--- src/rtl/tbd_pkg.sv ---
package tbd_pkg;
  // Width of one bin energy: two magnitudes of DATA_W bits each, summed.
  function automatic int energy_width(input int data_w);
    return data_w + 1;
  endfunction

  // Width that holds a full-scale band sum without wrapping.
  function automatic int sum_width(input int data_w, input int window);
    return data_w + 1 + $clog2(2 * window + 1);
  endfunction
endpackage

--- src/rtl/tbd_bin_energy.sv ---
module tbd_bin_energy #(
  parameter int DATA_W = 16,
  localparam int E_W = tbd_pkg::energy_width(DATA_W)
) (
  input  logic signed [DATA_W-1:0] re,
  input  logic signed [DATA_W-1:0] im,
  output logic        [E_W-1:0]    energy
);
  logic [DATA_W-1:0] mag_re;
  logic [DATA_W-1:0] mag_im;

  // Negating the most negative value leaves its bit pattern, read unsigned as 2^(DATA_W-1).
  always_comb begin
    mag_re = re[DATA_W-1] ? DATA_W'(-re) : DATA_W'(re);
    mag_im = im[DATA_W-1] ? DATA_W'(-im) : DATA_W'(im);
    energy = E_W'(mag_re) + E_W'(mag_im);
  end
endmodule

--- src/rtl/tbd_band_acc.sv ---
module tbd_band_acc #(
  parameter int BIN_W  = 13,
  parameter int CENTER = 655,
  parameter int WINDOW = 4,
  parameter int HALF   = 4096,
  parameter int E_W    = 17,
  parameter int S_W    = 21,
  localparam int LO_EDGE = (CENTER >= WINDOW) ? CENTER - WINDOW : 0,
  localparam int HI_EDGE = CENTER + WINDOW
) (
  input  logic             clk,
  input  logic             rst_n,
  input  logic             beat,
  input  logic             first,
  input  logic [BIN_W-1:0] bin,
  input  logic [E_W-1:0]   energy,
  output logic [S_W-1:0]   sum_next
);
  logic [S_W-1:0] acc;
  logic [S_W-1:0] base;
  logic [S_W:0]   wide;
  logic           hit;
  int             bin_i;

  always_comb begin
    bin_i = int'(bin);
    hit   = (bin_i >= LO_EDGE) && (bin_i <= HI_EDGE) && (bin_i < HALF);
    base  = first ? '0 : acc;
    wide  = {1'b0, base} + (hit ? (S_W + 1)'(energy) : '0);
    // Saturate as a guard; the sizing already keeps a full band below the top.
    sum_next = wide[S_W] ? '1 : wide[S_W-1:0];
  end

  always_ff @(posedge clk or negedge rst_n) begin
    if (!rst_n)    acc <= '0;
    else if (beat) acc <= sum_next;
  end
endmodule

--- src/rtl/tbd_decide.sv ---
module tbd_decide #(
  parameter int S_W    = 21,
  parameter int MARGIN = 2,
  localparam int M_W = (MARGIN > 0) ? $clog2(MARGIN + 1) : 1,
  localparam int P_W = S_W + M_W
) (
  input  logic [S_W-1:0] lo_sum,
  input  logic [S_W-1:0] hi_sum,
  output logic           hi_wins
);
  logic [P_W-1:0] scaled_lo;
  logic [P_W-1:0] hi_ext;

  always_comb begin
    scaled_lo = P_W'(lo_sum) * P_W'(MARGIN);
    hi_ext    = P_W'(hi_sum);
    hi_wins   = hi_ext > scaled_lo;
  end
endmodule

--- src/rtl/tone_band_detector.sv ---
module tone_band_detector #(
  parameter int DATA_W    = 16,
  parameter int FRAME_LEN = 8192,
  parameter int CENTER_LO = 655,
  parameter int CENTER_HI = 1311,
  parameter int WINDOW    = 4,
  parameter int MARGIN    = 2,
  localparam int BIN_W = $clog2(FRAME_LEN),
  localparam int E_W   = tbd_pkg::energy_width(DATA_W),
  localparam int SUM_W = tbd_pkg::sum_width(DATA_W, WINDOW)
) (
  input  logic                     clk,
  input  logic                     rst_n,
  input  logic                     s_tvalid,
  output logic                     s_tready,
  input  logic signed [DATA_W-1:0] s_tre,
  input  logic signed [DATA_W-1:0] s_tim,
  input  logic                     s_tlast,
  output logic                     tone_bit,
  output logic [SUM_W-1:0]         band_lo_sum,
  output logic [SUM_W-1:0]         band_hi_sum,
  output logic                     frame_misaligned
);
  logic [BIN_W-1:0] bin_cnt;
  logic             first_beat;
  logic             frame_end;
  logic [E_W-1:0]   energy;
  logic [SUM_W-1:0] band_next [2];
  logic             hi_wins;

  assign s_tready  = 1'b1;
  assign frame_end = s_tvalid && s_tlast;

  always_ff @(posedge clk or negedge rst_n) begin
    if (!rst_n) begin
      bin_cnt    <= '0;
      first_beat <= 1'b1;
    end else if (s_tvalid) begin
      bin_cnt    <= s_tlast ? '0 : bin_cnt + 1'b1;
      first_beat <= s_tlast;
    end
  end

  tbd_bin_energy #(.DATA_W(DATA_W)) u_energy (
    .re(s_tre), .im(s_tim), .energy(energy)
  );

  for (genvar g = 0; g < 2; g++) begin : g_band
    tbd_band_acc #(
      .BIN_W (BIN_W),
      .CENTER((g == 0) ? CENTER_LO : CENTER_HI),
      .WINDOW(WINDOW),
      .HALF  (FRAME_LEN / 2),
      .E_W   (E_W),
      .S_W   (SUM_W)
    ) u_acc (
      .clk     (clk),
      .rst_n   (rst_n),
      .beat    (s_tvalid),
      .first   (first_beat),
      .bin     (bin_cnt),
      .energy  (energy),
      .sum_next(band_next[g])
    );
  end

  tbd_decide #(.S_W(SUM_W), .MARGIN(MARGIN)) u_decide (
    .lo_sum (band_next[0]),
    .hi_sum (band_next[1]),
    .hi_wins(hi_wins)
  );

  always_ff @(posedge clk or negedge rst_n) begin
    if (!rst_n) begin
      tone_bit         <= 1'b0;
      band_lo_sum      <= '0;
      band_hi_sum      <= '0;
      frame_misaligned <= 1'b0;
    end else if (frame_end) begin
      tone_bit         <= hi_wins;
      band_lo_sum      <= band_next[0];
      band_hi_sum      <= band_next[1];
      frame_misaligned <= (bin_cnt != BIN_W'(FRAME_LEN - 1));
    end
  end
endmodule

--- config.mk ---
export PLATFORM = sky130hd
export DESIGN_NAME = tone_band_detector
export DESIGN_NICKNAME = d
export VERILOG_FILES = /design/src/rtl/tbd_pkg.sv /design/src/rtl/tbd_bin_energy.sv /design/src/rtl/tbd_band_acc.sv /design/src/rtl/tbd_decide.sv /design/src/rtl/tone_band_detector.sv
export SDC_FILE = /design/constraint.sdc
export NUM_CORES = 1
export LEC_CHECK = 0
export BUFFER_PORTS_ARGS = -buffer_cell sky130_fd_sc_hd__buf_4
export CAP_MARGIN = 20
export CORE_MARGIN = 1
export CORE_UTILIZATION = 30
export CTS_CLUSTER_DIAMETER = 50
export DETAILED_ROUTE_END_ITERATION = 8
export SLEW_MARGIN = 20
export SYNTH_ARGS = -nofsm -noshare
export SYNTH_HDL_FRONTEND = slang
export SYNTH_HIERARCHICAL = 1
export SYNTH_SLANG_ARGS = --single-unit
export TNS_END_PERCENT = 10
--- constraint.sdc ---
create_clock -name clk -period 5.5 [get_ports clk]
set_input_delay 0.55 -clock clk [delete_from_list [all_inputs] [get_ports clk]]
set_output_delay 0.55 -clock clk [all_outputs]
set_load 0.1 [all_outputs]
After elaboration in Yosys (flattened, before gate mapping)
Cells that the tools add are included.

word-level totals
  logic and storage cells = 35
  bits of input ports = 36
  output and inout port bits = 45
  register bits after elaboration = 100

cells by class
  $add $sub $neg = 6
  magnitude comparators = 6
  equal/unequal tests = 1
  reductions and logical operators = 5
  muxes and demuxes = 9

operators by type and width
  kind                                                                      count
  21-bit two-way mux                                                        4
  21-bit by 22-bit adder with 22-bit output                                 2
  17-bit two-way mux                                                        2
  16-bit two-way mux                                                        2
  16-bit negation                                                           2
  21-bit by 22-bit > comparator with 1-bit output                           1
  16-bit by 16-bit adder with 17-bit output                                 1
  13-bit by 1-bit adder with 13-bit output (second input constant)          1
  13-bit by 10-bit >= comparator with 1-bit output (second input constant)  1
  13-bit by 11-bit >= comparator with 1-bit output (second input constant)  1
  13-bit by 10-bit <= comparator with 1-bit output (second input constant)  1
  13-bit by 11-bit <= comparator with 1-bit output (second input constant)  1
  13-bit less-than comparator (second input constant)                       1
  13-bit two-way mux                                                        1
  13-bit inequality test (second input constant)                            1
  1-bit logical AND                                                         5

Logic depth before layout (Yosys ltp)
Gate-level depths: netlist of run 1.

  depth in word-level cells = 7
  gate-level depth with buffers = 31
  depth with buffers taken out = 30

By module
Netlist of run 1, hierarchy kept.

by module, submodules not included
  module                          seq. area each (um^2)  times used  area each (um^2)  cells an instance
  tone_band_detector              1,452.6                1           2,402.3           173
  tbd_band_acc (g_band[1].u_acc)  525.5                  1           2,273.4           304
  tbd_band_acc (g_band[0].u_acc)  525.5                  1           2,187.1           285
  tbd_bin_energy                  0.0                    1           1,451.4           196
  tbd_decide                      0.0                    1           551.8             72

Worst setup path before layout of run 1
OpenSTA, ideal clock, no wires.

  path kind = input to register
  from = in s_tre[4]
  to = reg tone_bit
  path slack = -0.607 ns
  setup time = 0.125 ns
  arrival time = 5.982 ns
  buffers on the path = 2
  data required time = 5.375 ns
  stages = 28
  path through = or3_1 > or4_4 > o41ai_1 > xnor2_1 > ha_1 > a21o_1 > and2_1 > o21a_1 > o211a_1 > nor4_1 > and2_1 > ha_1 > buf_2 > a21oi_2 > o21ai_1 > a221oi_2 > nor2_1 > o21ai_2 > buf_2 > o211ai_1 > inv_1 > ha_1 > a21o_1 > a21oi_1 > o32ai_1 > a211oi_1 > a21boi_1 > mux2_2

RTL lines
  what                  line                      RTL
  from (decl)           tone_band_detector.sv:16  input logic signed [DATA_W-1:0] s_tre,
  to (signal assigned)  tone_band_detector.sv:80  tone_bit <= hi_wins;
  to (decl)             tone_band_detector.sv:19  output logic tone_bit,

==> results.md, run 1 <==
- Status: finished with violations
- Failing checks: negative setup slack
- TritonCTS clock tree: done
- Final Cycle Share: 109.2%
- Drt drc: 0
- Ports: 81
- Dpl hpwl: around 21 mm
- Post-Syn Area: roughly 8900 sq um
- Power Density: 239.0 nW/um^2
- RSZ-0062 raised after global routing: true
- Worst vdd ir: ~0.14 mV
- Number of antenna diodes: 0
- Pin count of the biggest net entering global routing: 84
- YS warnings: 6
- Yosys cell types: 92
- Routability cong.: 0.9142
- Number of clock sinks: 100
- Mapped Cells: around 1,000
- Final Hold Viols: 0
- Relative slew slack: 43.05%
- R2R Path End: tone_bit$_DFFE_PN0P_
- Post-Synth Simple-Gate Area: roughly 22%
- Root buffer cell: clkbuf_16
- Fraction of registers with async set or reset after synthesis: 100.0%
- Overflow after GRT: 0
- Clock transition at the registers of the reported paths: ~0.070 ns
- Chip height: about 170 microns
- CP peak stage delay: around 0.46 ns
- Die Area: between 30,000 and 40,000 sq um
- Setup Crit Path Kind: input port to flop
- Total track usage: roughly 18%
- Mux cell area share after synthesis: roughly 6.9%
- Area grow syn2layout: 42.31%
- CTS buffer count: 9
- CP most frequent cell: buf_4
- Reg2reg start: bin_cnt[2]$_DFFE_PN0P_
- Largest family of logic cells by synthesized area: simple AND/OR/NAND/NOR gates
- Maximum level of the CTS H-tree: 3
- Slew Limit Fails: 0
- Synth Area in Compound Gates: around a fifth
- Nets: ~1,500
- LEAKAGE: 5.962 nW
- Number of synthesized flops with an enable pin: 0
- Layout cells sized above 1: around 38%
- Part of the Yosys area used for sequential elements: 28.24%
- First-pass iteration count of the detailed router: 5
- Setup violators final: 1
- Final Power: around 0.003 W
- Initial antenna violation count: 0
- Crit start category: input port
- Worst Skew: about 0.0070 ns
- Rows: 62
- Maxcap violations: 0
- Core Region: approximately 29,000 sq um
- Number of cells on the worst reg-to-reg path: 19
- Number of global-route vias before repair: roughly 8,600
- XOR/XNOR Fraction of Synth Area: approximately 6.6%
- Max Fclk: about 0.17 GHz
- Starting Density: between 30% and 40%
- Adder-cell share of the synthesized area: a little over a tenth
- Final setup margin: -0.5039 ns
- Final Util: 43.72%
- Worst Path Arrival: between 6 and 7 ns
- CP max FO: 4
- First-pass GRT wire length: between 40 and 50 mm
- Avg Inst Size Synth: approximately 8.6 sq um
- Worst skew pair latency: 0.36 ns
- Syn_nets: between 1,000 and 1,500
- Port Buffers: a little under 80
- Crit end category: flop
- Post-layout min period: around 6 ns
- Clock buffer depth: 2
- Min-Delay Path Class: input port to async pin
- Wire per inst: between 15 and 20 microns
- Data required, critical path: roughly 5.8 ns
- Die Wd: between 150 and 200 microns
- Via-per-instance ratio: just over 5
- Worst R2R Setup Slack: just under 0.4 ns
- Measured slew at the worst slew-check pin: 0.8543 ns
- Final wirelength: 27.37 mm
- Slowest stage cell, crit path: or4_4
- Final setup TNS: -0.5039 ns
- Via count: 8,687
- Ys flop type: dfrtp_1
- Synthesized flop and latch total: 100
- Final ANT Viol Nets: 0
- DR iter-0 viols: approximately 450
[placed cells by master (no fill, tap or decap), types with 7 or more instances in the layout]
cell / count
buf_4: 328
dfrtp_1: 99
nand2_1: 83
a21oi_1: 74
nor2_1: 66
ha_1: 58
inv_1: 50
xnor2_1: 50
nor2b_1: 46
and2_1: 33
a31oi_1: 26
mux2_2: 25
o21ai_0: 23
mux2_1: 22
nand3_1: 18
a21o_1: 17
xor2_1: 16
ha_4: 15
o31ai_1: 13
a21oi_2: 13
nand2b_1: 11
o21a_1: 11
o21ai_2: 11
and2_4: 10
nand4_1: 10
o21ai_1: 10
clkbuf_16: 9
nand2_2: 9
nor3_1: 8
o211ai_1: 8
mux2i_1: 7
and3_1: 7
buf_6: 7
[cells by family after synthesis]
| family | Yosys count |
|---|---|
| AO/OA/AOI/OAI | 269 |
| XOR/XNOR | 67 |
| adder cells (fa/ha/maj) | 76 |
| buffers and inverters | 94 |
| flip-flops | 100 |
| multiplexers | 55 |
| other | 1 |
| AND/OR/NAND/NOR | 368 |
[per-stage QoR]
step                worst slack, ns  std cells  hold slack (ns)  cell area, sq um
finish                      -0.5039       1728           0.2244             12620
floorplan                   -0.4094       1030           0.2544              8941
global placement             -1.111       1694           0.4709             11610
global route                -0.7871       1728           0.2661             12620
CTS                         -0.4832       1722           0.2498             12310
detailed placement           -1.094       1694           0.4774             11610
[registers in the layout, indices dropped and copies added (netlist names)]
register	count
g_band.u_acc/acc	42
tone_bit	1
band_hi_sum	21
frame_misaligned	1
bin_cnt	13
band_lo_sum	21
first_beat	1
[metal layers]
| metal | vias to the layer above | track usage (%) | wire (microns) |
|---|---|---|---|
| met5 | - | 0 | 0 |
| met3 | 33 | 2.515 | 1091 |
| met1 | 4161 | 24.12 | 12490 |
| met2 | 187 | 31.75 | 13230 |
| met4 | 0 | 3.984 | 563 |
| li1 | 4306 | - | - |
[Yosys cell counts, drive strengths merged (4+ instances only)]
library cell	count	area share (%)
a21boi	4	0.34
or2	6	0.42
nor4b	4	0.40
o21a	11	0.93
or3	7	0.49
nand3	20	1.2
xor2	16	1.6
nor4	12	1.0
o41ai	4	0.61
nor3	8	0.45
nand4	13	1.1
o31ai	14	1.3
nand2	96	4.1
nand3b	4	0.34
nor2b	46	3.2
inv	55	2.3
a21o	18	1.5
mux2	48	6.1
a21oi	90	5.2
and2	44	3.1
and3	7	0.49
o21ai	45	2.7
xnor2	51	5.0
a31oi	29	2.1
mux2i	7	0.79
o2bb2ai	4	0.40
a211oi	9	0.87
or4	8	0.80
ha	73	10
dfrtp	99	28
clkbuf	19	0.92
nor2	71	3.0
o211ai	9	0.82
buf	19	1.3
nand2b	13	1.1
[layout make-up]
cell class | instances | area [sq um]
Clock buffer | 11 | 242.7
Clock inverter | 5 | 66.31
Fill cell | 2855 | 16240
Inverter | 55 | 206.4
Multi-Input combinational cell | 836 | 6524
Sequential cell | 100 | 2504
Tap cell | 384 | 480.5
Timing Repair Buffer | 337 | 2594
[what timing repair did]
action / 4_1_cts / 5_1_grt
resized for setup: 62 / 55
buffers inserted: 9 / 7
gates cloned: 3 / 0
endpoints found under the setup margin: 1 / 10
pin swaps: 31 / 38
hold buffers: 0 / 0
[power breakdown]
part	leakage (nW)	switching, W	internal (W)
Sequential	1.27	0.0000783	0.000826
Clock	0.149	0.000306	0.000373
Combinational	4.54	0.000877	0.000555
Total	5.96	0.00126	0.00175
[critical path: cells and delay by family]
family	cells	cell delay, ns
fa+ha+maj	3	0.86
buf+inv	7	0.96
mux	1	0.26
xor+xnor	1	0.12
compound gates	8	1.60
simple gates	9	1.91
[worst max path at each step]
stage / startpoint / endpoint / slack (ns)
detailed placement: s_tre[4] / tone_bit$_DFFE_PN0P_ / -1.09
floorplan: s_tre[4] / tone_bit$_DFFE_PN0P_ / -0.41
global route: s_tre[3] / tone_bit$_DFFE_PN0P_ / -0.79
CTS: s_tre[3] / tone_bit$_DFFE_PN0P_ / -0.48
global placement: s_tre[4] / tone_bit$_DFFE_PN0P_ / -1.11
finish: s_tre[3] / tone_bit$_DFFE_PN0P_ / -0.50
(Power assumes the default switching activity.)
==> run 2, diff against run 1 <==
--- a/config.mk
+++ b/config.mk
@@ -11,6 +11,7 @@
 export CORE_UTILIZATION = 30
 export CTS_CLUSTER_DIAMETER = 50
 export DETAILED_ROUTE_END_ITERATION = 8
+export REMOVE_ABC_BUFFERS = 1
 export SLEW_MARGIN = 20
 export SYNTH_ARGS = -nofsm -noshare
 export SYNTH_HDL_FRONTEND = slang
==> run 2 against run 1 <==
  * Largest cell class unchanged
  * Count of clock-buffer cells in the layout did not move
  * Largest power group unchanged
  * Worst hold slack better by 0.056 ns
  * Total power is 0.77% lower
  * Critical path depth decreased by 1
  * Via count grew 1.1%
  * Clock power decreased by 2%
  * Clock skew grew 0.0055 ns
  * Register-to-register slack gained 0.03 ns
  * The flow still finishes with violations (negative setup slack)
  * Die area is the same
  * Global-route usage decreased by 0.71 points
  * Sequential power about the same
  * Flip-flop and latch count unchanged
==> results.md, run 2 (synthesized netlist as in run 1, its figures left out) <==
- Status: finished with violations
- Failing checks: negative setup slack
- Worst Path Arrival: 6.29 ns (+0.04 ns)
- Post-route cell area: 12,550 sq um (-0.50%)
- Pin count of the biggest net entering global routing: 63 (-25%)
- Crit start category: input port
- Die Wd: 173.9 microns (unchanged)
- Non-Filler Instances: 1,755 (+1.6%)
- Maxcap violations: 0 (unchanged)
- Final wirelength: 26.23 mm (-4.2%)
- Initial antenna violation count: 0 (unchanged)
- Die Area: 30,240 sq um (unchanged)
- Measured slew at the worst slew-check pin: 0.8308 ns (-0.02352 ns)
- Via-per-instance ratio: 5.002 (-0.50%)
- Port Buffers: 79 (unchanged)
- DR iter-0 viols: 580 (+28%)
- Max reg flops: 42 (unchanged)
- First-pass GRT wire length: 43.87 mm (-1.9%)
- Crit end category: flop
- Final Cycle Share: 110.3% (+1.1 points)
- Power Density: 238.3 nW/um^2 (-0.28%)
- Layout cells sized above 1: 36.62% (-0.88 points)
- LEAKAGE: 5.963 nW (about the same)
- Nets: 1,478 (+1.9%)
- Max Fclk: 0.1649 GHz (-0.99%)
- CTS buffer count: 9 (unchanged)
- Setup violators final: 1 (unchanged)
- Dpl hpwl: 20.39 mm (-4.5%)
- Starting Density: 30.72% (unchanged)
- TritonCTS clock tree: done
- Relative slew slack: 44.62% (+1.6 points)
- Slew Limit Fails: 0 (unchanged)
- Area after DPL: 11,730 sq um (+1.0%)
- Most common cell after layout, fill and taps aside: buf_4
- Setup Crit Path Kind: input port to flop
- Clock transition at the registers of the reported paths: 0.07 ns (about the same)
- Wire per inst: 14.94 microns (-5.7%)
- Number of antenna diodes: 0 (unchanged)
- Overflow after GRT: 0 (unchanged)
- Root buffer cell: clkbuf_16
- Ports: 81 (unchanged)
- Area grow syn2layout: 41.60%
- Worst skew pair latency: 0.35 ns (about the same)
- Fin Hold WS: 0.2806 ns (+0.05618 ns)
- CP max FO: 4 (unchanged)
- RSZ-0062 raised after global routing: true
- Drt drc: 0 (unchanged)
- Rows: 62 (unchanged)
- Commonest non-fill, non-tap cells in the layout: 361 x buf_4, 99 x dfrtp_1, 89 x nand2_1
- Clock buffer depth: 2 (unchanged)
- Post-layout min period: 6.064 ns (+0.05995 ns)
- Top Registers: g_band.u_acc/acc (42), band_hi_sum (21), band_lo_sum (21)
- Worst Skew: 0.01249 ns (+0.005529 ns)
- Data required, critical path: 5.73 ns (-0.02 ns)
- Final ANT Viol Nets: 0 (unchanged)
- Core Region: 28,860 sq um (unchanged)
- Worst vdd ir: 0.2754 mV (+98%)
- Largest Register: g_band.u_acc/acc
- Final Hold Viols: 0 (unchanged)
- Final setup margin: -0.5638 ns (-0.05995 ns)
- Number of cells on the worst reg-to-reg path: 19 (unchanged)
- First-pass iteration count of the detailed router: 5 (unchanged)
- Number of clock sinks: 100 (unchanged)
- Via count: 8,779 (+1.1%)
- Total track usage: 17.62% (-0.71 points)
- Maximum level of the CTS H-tree: 3 (unchanged)
- Fill cells: 2,856 (+0.035%)
- Placed cell count: 1,718 (+1.4%)
- Chip height: 173.9 microns (unchanged)
- Min-Delay Path Class: input port to async pin
- Pre-CTS WS: -1.234 ns (-0.1402 ns)
- Routability cong.: 0.9024 (-1.3%)
- Number of global-route vias before repair: 8,860 (+2.7%)
-- run 2: worst paths after layout --
| path | endpoint | startpoint | slack [ns] |
|---|---|---|---|
| hold reg to reg | band_hi_sum[15]$_DFFE_PN0P_ | band_hi_sum[15]$_DFFE_PN0P_ | 0.49 |
| hold / removal | g_band[0].u_acc/acc[13]$_DFFE_PN0P_ | rst_n | 0.28 |
| setup reg to reg | tone_bit$_DFFE_PN0P_ | bin_cnt[2]$_DFFE_PN0P_ | 0.42 |
| max in group asynchronous | g_band[0].u_acc/acc[12]$_DFFE_PN0P_ | rst_n | 4.13 |
| setup / recovery | tone_bit$_DFFE_PN0P_ | s_tim[4] | -0.56 |
| min in group clk | bin_cnt[2]$_DFFE_PN0P_ | s_tlast | 0.44 |
-- run 2: power breakdown --
| group | internal [W] | switching, W |
|---|---|---|
| combinational | 0.000563 | 0.000863 |
| clock | 0.000368 | 0.000296 |
| sequential | 0.000826 | 0.0000758 |
-- run 2: what timing repair did --
item,4_1_cts,5_1_grt
pin swaps,24,16
endpoints found under the setup margin,6,17
hold buffers,0,0
gates resized for setup,47,30
gates cloned,1,0
buffers inserted,14,6
-- run 2: area by class of cell --
type,count,area [sq um],share of cell area (%)
Clock buffer,11,242.7,1.933
Clock inverter,5,60.06,0.4784
Inverter,55,206.4,1.644
Multi-Input combinational cell,836,6309,50.25
Sequential cell,100,2504,19.94
Tap cell,384,480.5,3.827
Timing Repair Buffer,364,2753,21.93
-- run 2: metal layers --
metal | vias to the layer above | share of wire [%] | wire, microns | track usage (%)
li1 | 4378 | - | - | -
met1 | 4247 | 49 | 12740 | 24.38
met2 | 133 | 47 | 12400 | 29.72
met3 | 21 | 3.2 | 844 | 2.056
met4 | 0 | 0.92 | 241 | 2.961
met5 | - | 0 | 0 | 0
-- run 2: through the flow --
stage | TNS, ns | total power [W] | util (%)
final | -0.5638 | 0.002992 | 43.51
after global routing | -1.672 | 0.003169 | 43.51
after CTS | -0.4814 | 0.002995 | 42.80
after detailed placement | -13.94 | 0.002293 | 40.63
after global placement | -13.27 | 0.002277 | 40.63
after floorplan | -1.120 | 0.001754 | -
-- run 2: critical path: stages --
cell and delay, ns:
buf_4 0.12, or3_4 0.38, or4_4 0.44, o41ai_4 0.24, xnor2_1 0.16, ha_1 0.26, buf_4 0.15, buf_4 0.13
or2_2 0.28, a21oi_1 0.14, a31oi_1 0.06, xor2_1 0.17, and2_1 0.16, ha_1 0.35, nand2_2 0.10, buf_4 0.14
o21ai_0 0.31, a21oi_2 0.15, buf_4 0.16, a31oi_2 0.23, xnor2_1 0.18, o21ai_2 0.12, ha_4 0.28, nand4b_4 0.13
nor4_4 0.34, nand4_1 0.13, a21boi_1 0.14, mux2_2 0.26
